$ cat src/rtl/scan_rpt_pkg.sv
package scan_rpt_pkg;

  typedef enum logic [2:0] {
    DEC_NONE     = 3'd0,
    DEC_RESTART  = 3'd1,
    DEC_NEXT     = 3'd2,
    DEC_END_PASS = 3'd3,
    DEC_END_FAIL = 3'd4
  } rpt_dec_e;

  typedef enum logic {
    ST_IDLE = 1'b0,
    ST_RUN  = 1'b1
  } rpt_state_e;

  // A decision that terminates the run
  function automatic logic dec_is_end(rpt_dec_e d);
    return (d == DEC_END_PASS) || (d == DEC_END_FAIL);
  endfunction

endpackage

$ cat src/rtl/rpt_budget_cnt.sv
module rpt_budget_cnt #(
  parameter int W = 4
) (
  input  logic         clk,
  input  logic         rst_n,
  input  logic         load,
  input  logic [W-1:0] load_val,
  input  logic         dec,
  output logic [W-1:0] cnt,
  output logic         is_zero,
  output logic         is_one
);

  localparam logic [W-1:0] ONE = W'(1);

  function automatic logic [W-1:0] step_down(logic [W-1:0] v);
    return v - ONE;
  endfunction

  always_ff @(posedge clk or negedge rst_n) begin
    if (!rst_n)      cnt <= '0;
    else if (load)   cnt <= load_val;
    else if (dec)    cnt <= step_down(cnt);
  end

  assign is_zero = (cnt == '0);
  assign is_one  = (cnt == ONE);

  // a budget is never decremented through zero
  AST_NO_WRAP: assert property (@(posedge clk) disable iff (!rst_n)
    (dec && !load) |-> !is_zero) else $error("budget wrap");

endmodule

$ cat src/rtl/rpt_decide.sv
module rpt_decide
  import scan_rpt_pkg::*;
(
  input  logic     fire,
  input  logic     seq_mode,
  input  logic     cmp_en,
  input  logic     cmp_fail,
  input  logic     retry_zero,
  input  logic     vec_last,
  output rpt_dec_e dec
);

  logic fail_hit;
  assign fail_hit = cmp_en && cmp_fail;

  always_comb begin
    dec = DEC_NONE;
    if (fire) begin
      if (!seq_mode) begin
        dec = fail_hit ? DEC_END_FAIL : DEC_END_PASS;
      end else if (fail_hit) begin
        dec = retry_zero ? DEC_END_FAIL : DEC_RESTART;
      end else begin
        dec = vec_last ? DEC_END_PASS : DEC_NEXT;
      end
    end
  end

endmodule

$ cat src/rtl/scan_repeat_ctrl.sv
module scan_repeat_ctrl
  import scan_rpt_pkg::*;
#(
  parameter int CW = 4
) (
  input  logic          clk,
  input  logic          rst_n,
  input  logic          start,
  input  logic          seq_mode,
  input  logic [CW-1:0] retry_cfg,
  input  logic [CW-1:0] vec_cfg,
  input  logic          shift_done,
  input  logic          cmp_en,
  input  logic          cmp_fail,
  output logic          cmd_restart,
  output logic          cmd_next_vec,
  output logic          cmd_idle,
  output logic          busy,
  output logic          done_pass,
  output logic          fail_sticky
);

  // zero vectors would be meaningless: run at least one
  function automatic logic [CW-1:0] vec_budget(logic [CW-1:0] cfg);
    return (cfg == '0) ? CW'(1) : cfg;
  endfunction

  rpt_state_e    state;
  rpt_dec_e      dec;
  logic          fire;
  logic          retry_zero, retry_one_unused;
  logic          vec_zero_unused, vec_last;
  logic [CW-1:0] retry_cnt, vec_cnt;
  logic          retry_load, retry_dec, vec_load, vec_dec;

  assign busy = (state == ST_RUN);
  assign fire = busy && shift_done && !start;

  rpt_decide u_decide (
    .fire       (fire),
    .seq_mode   (seq_mode),
    .cmp_en     (cmp_en),
    .cmp_fail   (cmp_fail),
    .retry_zero (retry_zero),
    .vec_last   (vec_last),
    .dec        (dec)
  );

  assign retry_load = start;
  assign retry_dec  = (dec == DEC_RESTART);
  assign vec_load   = start || (dec == DEC_RESTART);
  assign vec_dec    = (dec == DEC_NEXT);

  rpt_budget_cnt #(.W(CW)) u_retry (
    .clk      (clk),
    .rst_n    (rst_n),
    .load     (retry_load),
    .load_val (retry_cfg),
    .dec      (retry_dec),
    .cnt      (retry_cnt),
    .is_zero  (retry_zero),
    .is_one   (retry_one_unused)
  );

  rpt_budget_cnt #(.W(CW)) u_vec (
    .clk      (clk),
    .rst_n    (rst_n),
    .load     (vec_load),
    .load_val (vec_budget(vec_cfg)),
    .dec      (vec_dec),
    .cnt      (vec_cnt),
    .is_zero  (vec_zero_unused),
    .is_one   (vec_last)
  );

  always_ff @(posedge clk or negedge rst_n) begin
    if (!rst_n) begin
      state        <= ST_IDLE;
      cmd_restart  <= 1'b0;
      cmd_next_vec <= 1'b0;
      cmd_idle     <= 1'b0;
      done_pass    <= 1'b0;
      fail_sticky  <= 1'b0;
    end else begin
      cmd_restart  <= (dec == DEC_RESTART);
      cmd_next_vec <= (dec == DEC_NEXT);
      cmd_idle     <= dec_is_end(dec);
      if (start) begin
        state       <= ST_RUN;
        done_pass   <= 1'b0;
        fail_sticky <= 1'b0;
      end else if (dec_is_end(dec)) begin
        state       <= ST_IDLE;
        done_pass   <= (dec == DEC_END_PASS);
        fail_sticky <= (dec == DEC_END_FAIL);
      end
    end
  end

  AST_START_RELOAD: assert property (@(posedge clk) disable iff (!rst_n)
    start |=> busy && !done_pass && !fail_sticky && !cmd_idle && !cmd_restart && !cmd_next_vec
      && retry_cnt == $past(retry_cfg)) else $error("start");
  AST_ONE_CMD: assert property (@(posedge clk) disable iff (!rst_n)
    $onehot0({cmd_restart, cmd_next_vec, cmd_idle})) else $error("cmd");
  AST_CMD_CAUSE: assert property (@(posedge clk) disable iff (!rst_n)
    (cmd_restart || cmd_next_vec || cmd_idle) |-> $past(busy && shift_done && !start))
    else $error("cause");
  AST_IDLE_IGNORE: assert property (@(posedge clk) disable iff (!rst_n)
    (!busy && !start) |=> !cmd_idle && !cmd_restart && !cmd_next_vec
      && $stable(done_pass) && $stable(fail_sticky)) else $error("idle");
  AST_END_IDLE: assert property (@(posedge clk) disable iff (!rst_n)
    cmd_idle |-> !busy && (done_pass != fail_sticky)) else $error("end");
  AST_FAIL_HOLD: assert property (@(posedge clk) disable iff (!rst_n)
    (fail_sticky && !start) |=> fail_sticky) else $error("sticky");
  AST_RESTART_RELOAD: assert property (@(posedge clk) disable iff (!rst_n)
    cmd_restart |-> vec_cnt == vec_budget($past(vec_cfg))) else $error("reload");

endmodule

$ cat config.mk
export PLATFORM = sky130hd
export DESIGN_NAME = scan_repeat_ctrl
export DESIGN_NICKNAME = d
export VERILOG_FILES = /design/src/rtl/scan_rpt_pkg.sv /design/src/rtl/rpt_budget_cnt.sv /design/src/rtl/rpt_decide.sv /design/src/rtl/scan_repeat_ctrl.sv
export SDC_FILE = /design/constraint.sdc
export NUM_CORES = 1
export LEC_CHECK = 0
export BUFFER_PORTS_ARGS = -buffer_cell sky130_fd_sc_hd__buf_2
export CELL_PAD_IN_SITES_DETAIL_PLACEMENT = 1
export CELL_PAD_IN_SITES_GLOBAL_PLACEMENT = 2
export CORE_ASPECT_RATIO = 1.2
export CORE_MARGIN = 2
export CORE_UTILIZATION = 30
export CTS_CLUSTER_SIZE = 10
export DETAILED_ROUTE_END_ITERATION = 10
export GPL_TIMING_DRIVEN = 1
export HOLD_SLACK_MARGIN = 0.15
export PLACE_DENSITY_LB_ADDON = 0.1
export RECOVER_POWER = 100
export REMOVE_ABC_BUFFERS = 1
export SLEW_MARGIN = 20
export SYNTH_ARGS = -nofsm -noshare
export SYNTH_HDL_FRONTEND = slang
export SYNTH_SLANG_ARGS = --single-unit
$ cat constraint.sdc
create_clock -name clk -period 2.3 [get_ports clk]
set_input_delay 0.46 -clock clk [delete_from_list [all_inputs] [get_ports clk]]
set_output_delay 0.46 -clock clk [all_outputs]
set_load 0.05 [all_outputs]
==> key figures, run 1 <==
Run status
  • Status: finished, final reports clean

Floorplan
  • Site row count: 20
  • Core Region: 2550 sq um
  • Die area: 3110 sq um
  • Initial Util: 0.315
  • Die Span X: 51.2 um
  • I/O Pins: 21
  • Overall die height: 60.7 um

Placed design
  • I/O Buffers: 20
  • Dpl hpwl: 1420 um
  • RD Place Congestion: 0.739

Clocking
  • Clock buffer depth: 2
  • H-tree levels: 1
  • Root Buffer: clkbuf_4
  • Inserted Clock Buffers: 3
  • Post CTS Setup Buffer Count: 0
  • # clock sinks: 14
  • Post-CTS Resized: 0
  • Clock insertion delay at the later pin of the skew report: 0.28 ns
  • TritonCTS clock tree: done
  • Clk slew on worst S/H paths: 0.09 ns

Global route
  • First-pass GRT wire length: 3000 um
  • Initial antenna violation count: 0
  • Largest net degree at the start of global routing: 15
  • Vias in the first global route: 691
  • Gr usage total: 0.132
  • Total gr overflow: 0

STA
  • RSZ-0062 raised after global routing: no
  • Worst Tran Pin Value: 0.804 ns
  • Fmax: 472 MHz
  • Final worst-path cycle share: 0.921
  • Clock Skew: 0.00494 ns
  • Count of final hold-check violations: 0
  • Final min period: 2.12 ns
  • Pins Over Slew Limit: 0
  • Slew margin rel.: 0.464
  • Setup TNS: 0 ns
  • Setup violators final: 0

Setup path
  • WP buf/inv: 1
  • CP Data Arrival Time: 2.29 ns
  • Critical path peak fanout: 5
  • Worst r2r src: u_vec.cnt[1]$_DFFE_PN0P_
  • Slowest Stage Delay on Critical Path: 0.59 ns
  • CP required: 2.47 ns
  • CP Launch Type: flip-flop
  • Worst r2r dst: u_vec.cnt[2]$_DFFE_PN0P_
  • R2r worst-path depth: 6
  • Crit path max-delay family: simple AND/OR/NAND/NOR gates
  • Cell chain of the critical path: inv_1 -> ha_1 -> nor3b_1 -> or4b_1 -> mux2_1 -> a221o_1
  • Slowest cell on the critical path: or4b_1
  • WP depth: 6
  • WS Path Type: reg2reg
  • Critical Path Sink: u_vec.cnt[2]$_DFFE_PN0P_
  • Setup crit start: u_vec.cnt[1]$_DFFE_PN0P_
  • Reg2Reg Setup Slack: 0.18 ns
  • Crit end category: flip-flop

Drt
  • WL met3: 91 um
  • DRT iter0 DRCs: 3
  • Routed WL: 1810 um
  • Met2 WL: 880 um
  • Post-DRT Antenna Nets: 0
  • Remaining DRCs: 0
  • Vias/cell: 4.87
  • DRT Pass-1 Iters: 2
  • Wl on met1: 831 um
  • Highest Signal Layer: met4
  • Vias: 682
  • WL per Instance: 13.0 um

Hold path
  • Hold depth: 3
  • HP Class: in2reg

Synth
  • FF+latch count, synth: 14
  • Mapped cell area: 803 sq um
  • Unique masters post-synth: 37
  • Mapped Cells: 82
  • Seq/Total Area, Yosys: 0.436
  • Synth Area per Inst: 9.80 sq um
  • Syn. warnings: 0

Layout
  • Final #Nets: 128
  • Area grow syn2layout: 21.0%
  • Final Util: 0.381
  • Share of cells above drive strength 1: 0.206
  • Fillers: 317
  • Antenna fix cells: 0

Power and ir drop
  • PwrDens: 561 nW/um^2
  • Peak VDD IR: 0.273 mV
  • Pleak: 0.465 nW

Flow run
  • Max-Cap Viols: 0
[placed cells by master, fill, tap and decap left out, types with 2 or more instances in the layout]
cell	count
a31oi_1	3
buf_2	13
buf_4	2
clkbuf_1	8
clkbuf_4	3
dfrtp_1	14
ha_1	4
inv_1	9
nand2_1	7
nand2b_1	2
nor2_1	3
nor2b_1	4
nor3_1	2
o21ai_0	3
o21ai_1	2
or3_1	3
xnor2_1	2
[flip-flops by register name, indices dropped and copies added (netlist names)]
register and cells:
busy 1, done_pass 1, fail_sticky 1, u_retry.cnt 4, cmd_restart 1, cmd_next_vec 1
cmd_idle 1, u_vec.cnt 4
[routing by layer]
layer	up-vias	track usage
met1	333	0.157
met4	0	0.0451
met3	2	0.0271
met5	-	0
met2	13	0.237
li1	334	-
[worst min-delay path, cell delays in order]
cell	delay, ns
buf_2	0.07
nand2_1	0.04
nand3_1	0.07
[metrics by stage]
stage               cell area [sq um]  instances  worst slack, ns  total power [mW]  hold slack (ns)
floorplan                         792         80            0.116             0.362            0.164
global placement                  956        136            0.221             0.409            0.388
detailed placement                956        136            0.166             0.413            0.388
CTS                               988        140            0.187             0.560            0.399
global route                      972        140           0.0687             0.582            0.415
finish                            972        140            0.181             0.545            0.400
[power by group]
| group | switching, mW | internal, mW |
|---|---|---|
| registers | 0.0149 | 0.266 |
| logic | 0.0722 | 0.0499 |
| clock network | 0.0819 | 0.0606 |
[repair_timing]
action | in CTS | in global routing
hold buffers | 1 | 0
hold endpoints to repair | 14 | 0
setup endpoints to repair | 0 | 0
[synth_stat cells (all sizes together)]
master / number / area [sq um]
a211oi: 1 / 7.51
a21oi: 1 / 5.00
a221o: 1 / 10.0
a31oi: 3 / 18.8
a41oi: 1 / 8.76
and2: 1 / 8.76
and2b: 1 / 7.51
and3b: 1 / 8.76
buf: 1 / 7.51
clkbuf: 1 / 3.75
dfrtp: 14 / 350
ha: 4 / 50.1
inv: 10 / 37.5
mux2: 2 / 26.3
mux2i: 1 / 10.0
nand2: 7 / 26.3
nand2b: 2 / 12.5
nand3: 1 / 5.00
nand3b: 1 / 20.0
nand4: 1 / 6.26
nor2: 3 / 11.3
nor2b: 4 / 25.0
nor3: 2 / 10.0
nor3b: 1 / 7.51
o21ai: 5 / 25.0
o21bai: 1 / 7.51
o311ai: 1 / 8.76
o32ai: 1 / 8.76
or2: 1 / 6.26
or3: 3 / 18.8
or3b: 1 / 8.76
or4: 1 / 7.51
or4b: 1 / 10.0
xnor2: 2 / 17.5
[final cells by class]
type / instances / area (sq um) / area share
timing repair buffer: 24 / 120 / 0.124
clock buffer: 3 / 22.5 / 0.0232
inverter: 10 / 37.5 / 0.0386
multi-input combinational: 56 / 400 / 0.412
tap: 33 / 41.3 / 0.0425
sequential: 14 / 350 / 0.360
[how the worst min path moves through the flow]
| stage | start | endpoint | slack [ns] |
|---|---|---|---|
| 5_1_grt | retry_cfg[1] | u_retry.cnt[1]$_DFFE_PN0P_ | 0.42 |
| 2_1_floorplan | rst_n | busy$_DFFE_PN0P_ | 0.16 |
| 3_3_place_gp | rst_n | done_pass$_DFFE_PN0P_ | 0.39 |
| 6_report | retry_cfg[3] | u_retry.cnt[3]$_DFFE_PN0P_ | 0.40 |
| 4_1_cts | retry_cfg[3] | u_retry.cnt[3]$_DFFE_PN0P_ | 0.40 |
| 3_5_place_dp | rst_n | done_pass$_DFFE_PN0P_ | 0.39 |
[logic make-up (layout without fill, tap and decap cells)]
kind of cell,Yosys count,count (layout),share of synthesized area
compound gates,15,15,0.125
fa+ha+maj,4,4,0.0623
xor+xnor,2,2,0.0218
flops,14,14,0.436
simple gates,32,32,0.249
buf+inv,12,37,0.0608
mux,3,3,0.0452
(Power assumes the default switching activity.)
==> inputs of run 2 (changes only) <==
CORE_UTILIZATION = 31   (was 30)
PLACE_DENSITY = 0.79   (was not set)
PLACE_DENSITY_LB_ADDON = not set   (was 0.1)
SYNTH_HIERARCHICAL = 1   (was not set)
==> run 2 against run 1 <==
Compared with the run above:
- clock skew rose by 0.0018 ns
- flip-flop and latch count did not move
- first-iteration DRC count is 67% higher
- clock power rose by 26%
- routed wire length is 19% higher
- total power grew 16%
- largest power group unchanged
- highest routed layer unchanged
==> key figures, run 2 <==
Layout
  • Area grow syn2layout: 35.5% (was 21.0%)
  • Final Util: 0.434 (was 0.381)
  • Commonest cells after routing, fill and taps aside: dfrtp_1, nand2_1, buf_2 (was dfrtp_1, buf_2, inv_1)
  • Fillers: 304 (was 317)
  • Largest regs: u_retry/cnt x4, u_vec/cnt x4 (was u_retry.cnt x4, u_vec.cnt x4)
  • Most common cell after layout, fill and taps aside: dfrtp_1 (unchanged)
  • Fin cells: 147 (was 140)
  • Final #Nets: 133 (was 128)
  • Share of cells above drive strength 1: 0.351 (was 0.206)
  • Antenna fix cells: 0 (unchanged)

Placed design
  • I/O Buffers: 20 (unchanged)
  • Pre-CTS setup slack: 0.0156 ns (was 0.166 ns)
  • Dpl cells: 142 (was 136)
  • Dpl hpwl: 1600 um (was 1420 um)
  • RD Place Congestion: 0.798 (was 0.739)

Floorplan
  • Site row count: 20 (unchanged)
  • I/O Pins: 21 (unchanged)
  • Core Region: 2480 sq um (was 2550 sq um)
  • Initial Util: 0.320 (was 0.315)
  • Die area: 2980 sq um (was 3110 sq um)
  • Overall die height: 59.4 um (was 60.7 um)
  • Die Span X: 50.2 um (was 51.2 um)

Setup path
  • Reg2Reg Setup Slack: 0.12 ns (was 0.18 ns)
  • Cell chain of the critical path: inv_1 -> ha_1 -> nor3b_1 -> nand3b_1 -> and3_4 -> nor3b_2 -> nor4b_4 -> xor2_1 -> mux2_2 (was inv_1 -> ha_1 -> nor3b_1 -> or4b_1 -> mux2_1 -> a221o_1)
  • Setup crit start: u_vec/cnt[1]$_DFFE_PN0P_ (was u_vec.cnt[1]$_DFFE_PN0P_)
  • Slowest cell on the critical path: dfrtp_1 (was or4b_1)
  • Slowest Stage Delay on Critical Path: 0.39 ns (was 0.59 ns)
  • Critical Path Sink: u_retry/cnt[3]$_DFFE_PN0P_ (was u_vec.cnt[2]$_DFFE_PN0P_)
  • Worst r2r src: u_vec/cnt[1]$_DFFE_PN0P_ (was u_vec.cnt[1]$_DFFE_PN0P_)
  • R2r worst-path depth: 9 (was 6)
  • WP buf/inv: 1 (unchanged)
  • WS Path Type: reg2reg (unchanged)
  • Worst r2r dst: u_retry/cnt[3]$_DFFE_PN0P_ (was u_vec.cnt[2]$_DFFE_PN0P_)
  • WP depth: 9 (was 6)
  • Crit path max-delay family: simple AND/OR/NAND/NOR gates (unchanged)
  • Crit end category: flip-flop (unchanged)
  • Critical path peak fanout: 3 (was 5)
  • CP Launch Type: flip-flop (unchanged)
  • CP Data Arrival Time: 2.35 ns (was 2.29 ns)
  • CP required: 2.47 ns (about the same)

Clocking
  • Post CTS Setup Buffer Count: 0 (unchanged)
  • Inserted Clock Buffers: 3 (unchanged)
  • TritonCTS clock tree: done (unchanged)
  • Clock insertion delay at the later pin of the skew report: 0.28 ns (about the same)
  • Clock buffer depth: 2 (unchanged)
  • H-tree levels: 1 (unchanged)
  • Clk slew on worst S/H paths: 0.09 ns (about the same)
  • # clock sinks: 14 (unchanged)
  • Root Buffer: clkbuf_4 (unchanged)

Power and ir drop
  • Total power: 631 uW (was 545 uW)
  • Peak VDD IR: 0.312 mV (was 0.273 mV)
  • PwrDens: 587 nW/um^2 (was 561 nW/um^2)
  • Pleak: 0.490 nW (was 0.465 nW)

Hold path
  • HP Class: in2reg (unchanged)
  • Hold depth: 3 (unchanged)

Drt
  • DRT Pass-1 Iters: 2 (unchanged)
  • Vias: 701 (was 682)
  • Wl on met1: 893 um (was 831 um)
  • Highest Signal Layer: met4 (unchanged)
  • Post-DRT Antenna Nets: 0 (unchanged)
  • Remaining DRCs: 0 (unchanged)
  • Routed WL: 2160 um (was 1810 um)
  • WL per Instance: 14.7 um (was 13.0 um)
  • Met2 WL: 1190 um (was 880 um)
  • WL met3: 61 um (was 91 um)
  • DRT iter0 DRCs: 5 (was 3)
  • Vias/cell: 4.77 (was 4.87)

STA
  • Setup violators final: 0 (unchanged)
  • Final min period: 2.18 ns (was 2.12 ns)
  • Worst Tran Pin Value: 0.793 ns (was 0.804 ns)
  • Clock Skew: 0.00673 ns (was 0.00494 ns)
  • Pins Over Slew Limit: 0 (unchanged)
  • Fmax: 458 MHz (was 472 MHz)
  • Final worst-path cycle share: 0.948 (was 0.921)
  • Setup WS post-layout: 0.119 ns (was 0.181 ns)
  • Slew margin rel.: 0.471 (was 0.464)
  • Count of final hold-check violations: 0 (unchanged)

Global route
  • First-pass GRT wire length: 3620 um (was 3000 um)
  • Vias in the first global route: 774 (was 691)
  • Largest net degree at the start of global routing: 15 (unchanged)
  • Total gr overflow: 0 (unchanged)
  • Gr usage total: 0.166 (was 0.132)
  • Initial antenna violation count: 0 (unchanged)

Synth
  • Syn. warnings: 6 (was 0)
  • Mapped cell area: 793 sq um (was 803 sq um)
  • Synth Area per Inst: 9.79 sq um (was 9.80 sq um)
  • Mapped Cells: 81 (was 82)

Run status
  • Status: finished, final reports clean (unchanged)

Flow run
  • Max-Cap Viols: 0 (unchanged)
-- run 2: cell types whose count changed in the layout (fill, tap and decap cells not counted), sizes merged, moves of 2 or more --
cell | previous run | this run
buf | 15 | 24
nand2 | 7 | 13
xor2 | 0 | 4
a31oi | 3 | 0
inv | 10 | 7
nor2b | 4 | 1
nor3b | 1 | 4
o21ai | 5 | 8
or3 | 3 | 0
and3 | 0 | 2
nor4b | 0 | 2
-- run 2: cell type report --
class	instances	area, sq um	share of cell area
multi-input cells	57	437	0.406
flip-flops and latches	14	350	0.326
repair buffers	32	184	0.171
well taps	33	41.3	0.0384
clock buffers	4	36.3	0.0338
inverters	7	26.3	0.0244
-- run 2: worst min-delay path: cells and delay by family --
kind / cells / cell delay, ns
simple gates: 1 / 0.04
compound gates: 1 / 0.06
buf+inv: 1 / 0.07
-- run 2: repair_timing --
| item | CTS | global route |
|---|---|---|
| resized for setup | 1 | 6 |
| hold endpoints to repair | 14 | 0 |
| endpoints found under the setup margin | 1 | 7 |
| pin swaps | 0 | 3 |
| hold buffers | 1 | 0 |
-- run 2: how the worst min path moves through the flow --
stage / slack [ns] / startpoint / endpoint
3_3_place_gp: 0.38 / rst_n / u_retry/cnt[1]$_DFFE_PN0P_
6_report: 0.39 / retry_cfg[1] / u_retry/cnt[1]$_DFFE_PN0P_
4_1_cts: 0.38 / retry_cfg[1] / u_retry/cnt[1]$_DFFE_PN0P_
5_1_grt: 0.39 / retry_cfg[0] / u_retry/cnt[0]$_DFFE_PN0P_
2_1_floorplan: 0.16 / rst_n / busy$_DFFE_PN0P_
3_5_place_dp: 0.38 / rst_n / cmd_restart$_DFF_PN0_
-- run 2: metrics by stage --
step | hold slack, ns | TNS, ns | cell area [sq um]
floorplan | 0.164 | -0.308 | 782
global placement | 0.379 | 0 | 1010
detailed placement | 0.381 | 0 | 1010
CTS | 0.383 | 0 | 1060
global route | 0.387 | -0.00468 | 1070
finish | 0.387 | 0 | 1070
-- run 2: power breakdown --
| part | internal (mW) | switching, mW |
|---|---|---|
| clock network | 0.0962 | 0.0835 |
| registers | 0.268 | 0.0200 |
| logic | 0.0741 | 0.0888 |
| total | 0.438 | 0.192 |
-- run 2: layer usage --
metal / vias up / GRT usage
li1: 344 / -
met1: 343 / 0.190
met2: 12 / 0.301
met3: 2 / 0.0303
met4: 0 / 0.0714
met5: - / 0
==> inputs of run 3 (changes only) <==
CORE_ASPECT_RATIO = not set   (was 1.2)
==> run 3 against run 2 <==
Compared with the run above:
- highest routed layer unchanged
- total power decreased by 1.5%
- critical path type unchanged
- clock power about the same
- sequential power about the same
- sequential share of layout area increased by 0.86 points
- largest cell class unchanged
- critical endpoint unchanged
==> key figures, run 3 (synthesis gave the netlist of run 2 again) <==
Setup path
  • Setup crit start: u_retry/cnt[0]$_DFFE_PN0P_ (was u_vec/cnt[1]$_DFFE_PN0P_)
  • WP buf/inv: 2 (was 1)
  • Critical path peak fanout: 3 (unchanged)
  • CP Launch Type: flip-flop (unchanged)
  • Slowest cell on the critical path: dfrtp_1 (unchanged)
  • Crit path max-delay family: simple AND/OR/NAND/NOR gates (unchanged)
  • Crit end category: flip-flop (unchanged)
  • WS Path Type: reg2reg (unchanged)
  • Reg2Reg Setup Slack: 0.15 ns (was 0.12 ns)
  • Worst r2r src: u_retry/cnt[0]$_DFFE_PN0P_ (was u_vec/cnt[1]$_DFFE_PN0P_)
  • WP depth: 10 (was 9)
  • Worst r2r dst: u_retry/cnt[3]$_DFFE_PN0P_ (unchanged)
  • CP Data Arrival Time: 2.32 ns (was 2.35 ns)
  • R2r worst-path depth: 10 (was 9)
  • CP required: 2.47 ns (about the same)
  • Slowest Stage Delay on Critical Path: 0.35 ns (was 0.39 ns)
  • Critical Path Sink: u_retry/cnt[3]$_DFFE_PN0P_ (unchanged)
  • Cell chain of the critical path: inv_1 -> ha_1 -> nor3b_2 -> inv_1 -> a21o_1 -> and3_1 -> nor3b_2 -> nor4b_4 -> xor2_1 -> mux2_2 (was inv_1 -> ha_1 -> nor3b_1 -> nand3b_1 -> and3_4 -> nor3b_2 -> nor4b_4 -> xor2_1 -> mux2_2)

Clocking
  • H-tree levels: 1 (unchanged)
  • # clock sinks: 14 (unchanged)
  • Clock insertion delay at the later pin of the skew report: 0.28 ns (about the same)
  • Clock buffer depth: 2 (unchanged)
  • TritonCTS clock tree: done (unchanged)
  • Inserted Clock Buffers: 3 (unchanged)
  • Clk slew on worst S/H paths: 0.09 ns (about the same)
  • Root Buffer: clkbuf_4 (unchanged)

STA
  • Fmax: 465 MHz (was 458 MHz)
  • Setup violators final: 0 (unchanged)
  • Pins Over Slew Limit: 0 (unchanged)
  • Clock Skew: 0.00263 ns (was 0.00673 ns)
  • Slew margin rel.: 0.446 (was 0.471)
  • Worst Tran Pin Value: 0.832 ns (was 0.793 ns)
  • Count of final hold-check violations: 0 (unchanged)
  • Final min period: 2.15 ns (was 2.18 ns)
  • Final worst-path cycle share: 0.934 (was 0.948)
  • Setup WS post-layout: 0.151 ns (was 0.119 ns)

Power and ir drop
  • Total power: 621 uW (was 631 uW)
  • Pleak: 0.485 nW (was 0.490 nW)
  • PwrDens: 593 nW/um^2 (was 587 nW/um^2)
  • Peak VDD IR: 0.268 mV (was 0.312 mV)

Floorplan
  • Initial Util: 0.323 (was 0.320)
  • Core Region: 2450 sq um (was 2480 sq um)
  • Overall die height: 54.6 um (was 59.4 um)
  • Die Span X: 54.6 um (was 50.2 um)
  • Site row count: 18 (was 20)
  • I/O Pins: 21 (unchanged)
  • Die area: 2980 sq um (about the same)

Hold path
  • HP Class: in2reg (unchanged)
  • Hold depth: 3 (unchanged)

Placed design
  • RD Place Congestion: 0.738 (was 0.798)
  • I/O Buffers: 20 (unchanged)
  • Dpl hpwl: 1500 um (was 1600 um)
  • Dpl cells: 138 (was 142)
  • Pre-CTS setup slack: 0.0541 ns (was 0.0156 ns)

Global route
  • Vias in the first global route: 720 (was 774)
  • Gr usage total: 0.152 (was 0.166)
  • First-pass GRT wire length: 3150 um (was 3620 um)
  • Initial antenna violation count: 0 (unchanged)
  • Total gr overflow: 0 (unchanged)
  • Largest net degree at the start of global routing: 15 (unchanged)

Drt
  • Post-DRT Antenna Nets: 0 (unchanged)
  • Vias/cell: 4.72 (was 4.77)
  • Remaining DRCs: 0 (unchanged)
  • Routed WL: 1910 um (was 2160 um)
  • DRT Pass-1 Iters: 2 (unchanged)
  • WL per Instance: 13.3 um (was 14.7 um)
  • DRT iter0 DRCs: 4 (was 5)
  • Vias: 679 (was 701)

Layout
  • Fillers: 301 (was 304)
  • Multi-input gate area: 420 sq um (was 437 sq um)
  • Area taken by flip-flops and latches: 350 sq um (unchanged)
  • Area grow syn2layout: 32.0% (was 35.5%)
  • Largest regs: u_retry/cnt x4, u_vec/cnt x4 (unchanged)
  • Final #Nets: 133 (unchanged)
  • Share of cells above drive strength 1: 0.307 (was 0.351)
  • Fin cells: 144 (was 147)
  • Most common cell after layout, fill and taps aside: dfrtp_1 (unchanged)
  • Commonest cells after routing, fill and taps aside: dfrtp_1, nand2_1, buf_2 (unchanged)
  • Antenna fix cells: 0 (unchanged)

Run status
  • Status: finished, final reports clean (unchanged)

Flow run
  • Max-Cap Viols: 0 (unchanged)
run 3: metal layers:
metal	vias up	GRT usage	routed length [um]
met5	-	0	0
met4	0	0.0500	14
met3	2	0.0328	60
met2	12	0.284	1040
met1	325	0.168	793
li1	340	-	-
run 3: worst min-delay path by stage:
| stage | start | endpoint | slack (ns) |
|---|---|---|---|
| 3_3_place_gp | rst_n | cmd_idle$_DFF_PN0_ | 0.38 |
| 2_1_floorplan | rst_n | busy$_DFFE_PN0P_ | 0.16 |
| 6_report | retry_cfg[1] | u_retry/cnt[1]$_DFFE_PN0P_ | 0.38 |
| 4_1_cts | retry_cfg[1] | u_retry/cnt[1]$_DFFE_PN0P_ | 0.37 |
| 3_5_place_dp | rst_n | done_pass$_DFFE_PN0P_ | 0.39 |
| 5_1_grt | vec_cfg[1] | u_vec/cnt[1]$_DFFE_PN0P_ | 0.40 |
run 3: where the power goes:
| part | leakage [nW] | internal (mW) | switching (mW) | total, mW |
|---|---|---|---|---|
| combinational | 0.291 | 0.0697 | 0.0830 | 0.153 |
| clock | 0.0210 | 0.0962 | 0.0861 | 0.182 |
| sequential | 0.173 | 0.268 | 0.0184 | 0.286 |
run 3: layout make-up:
| cell class | instances | share of cell area |
|---|---|---|
| inverters | 7 | 0.0251 |
| well taps | 30 | 0.0358 |
| flip-flops and latches | 14 | 0.335 |
| multi-input cells | 57 | 0.401 |
| clock buffers | 4 | 0.0346 |
| repair buffers | 32 | 0.168 |
run 3: stage by stage:
stage,cell area (sq um),utilization,setup TNS [ns],hold slack [ns]
floorplan,782,-,-0.308,0.164
global placement,995,0.405,0,0.381
detailed placement,995,0.405,0,0.391
CTS,1040,0.424,0,0.371
global route,1050,0.427,-0.0133,0.397
finish,1050,0.427,0,0.379
run 3: worst reg2reg max path: stages (launching register included):
cell and delay (ns):
dfrtp_1 0.35, inv_1 0.05, ha_1 0.20, nor3b_2 0.15, inv_1 0.07, a21o_1 0.13, and3_1 0.20, nor3b_2 0.27
nor4b_4 0.25, xor2_1 0.10, mux2_2 0.27
run 3: timing repair:
item                       4_1_cts  5_1_grt
hold buffers                     1        0
setup endpoints to repair        0        4
gates resized for setup          0        3
setup buffers                    0        1
hold endpoints to repair        14        0
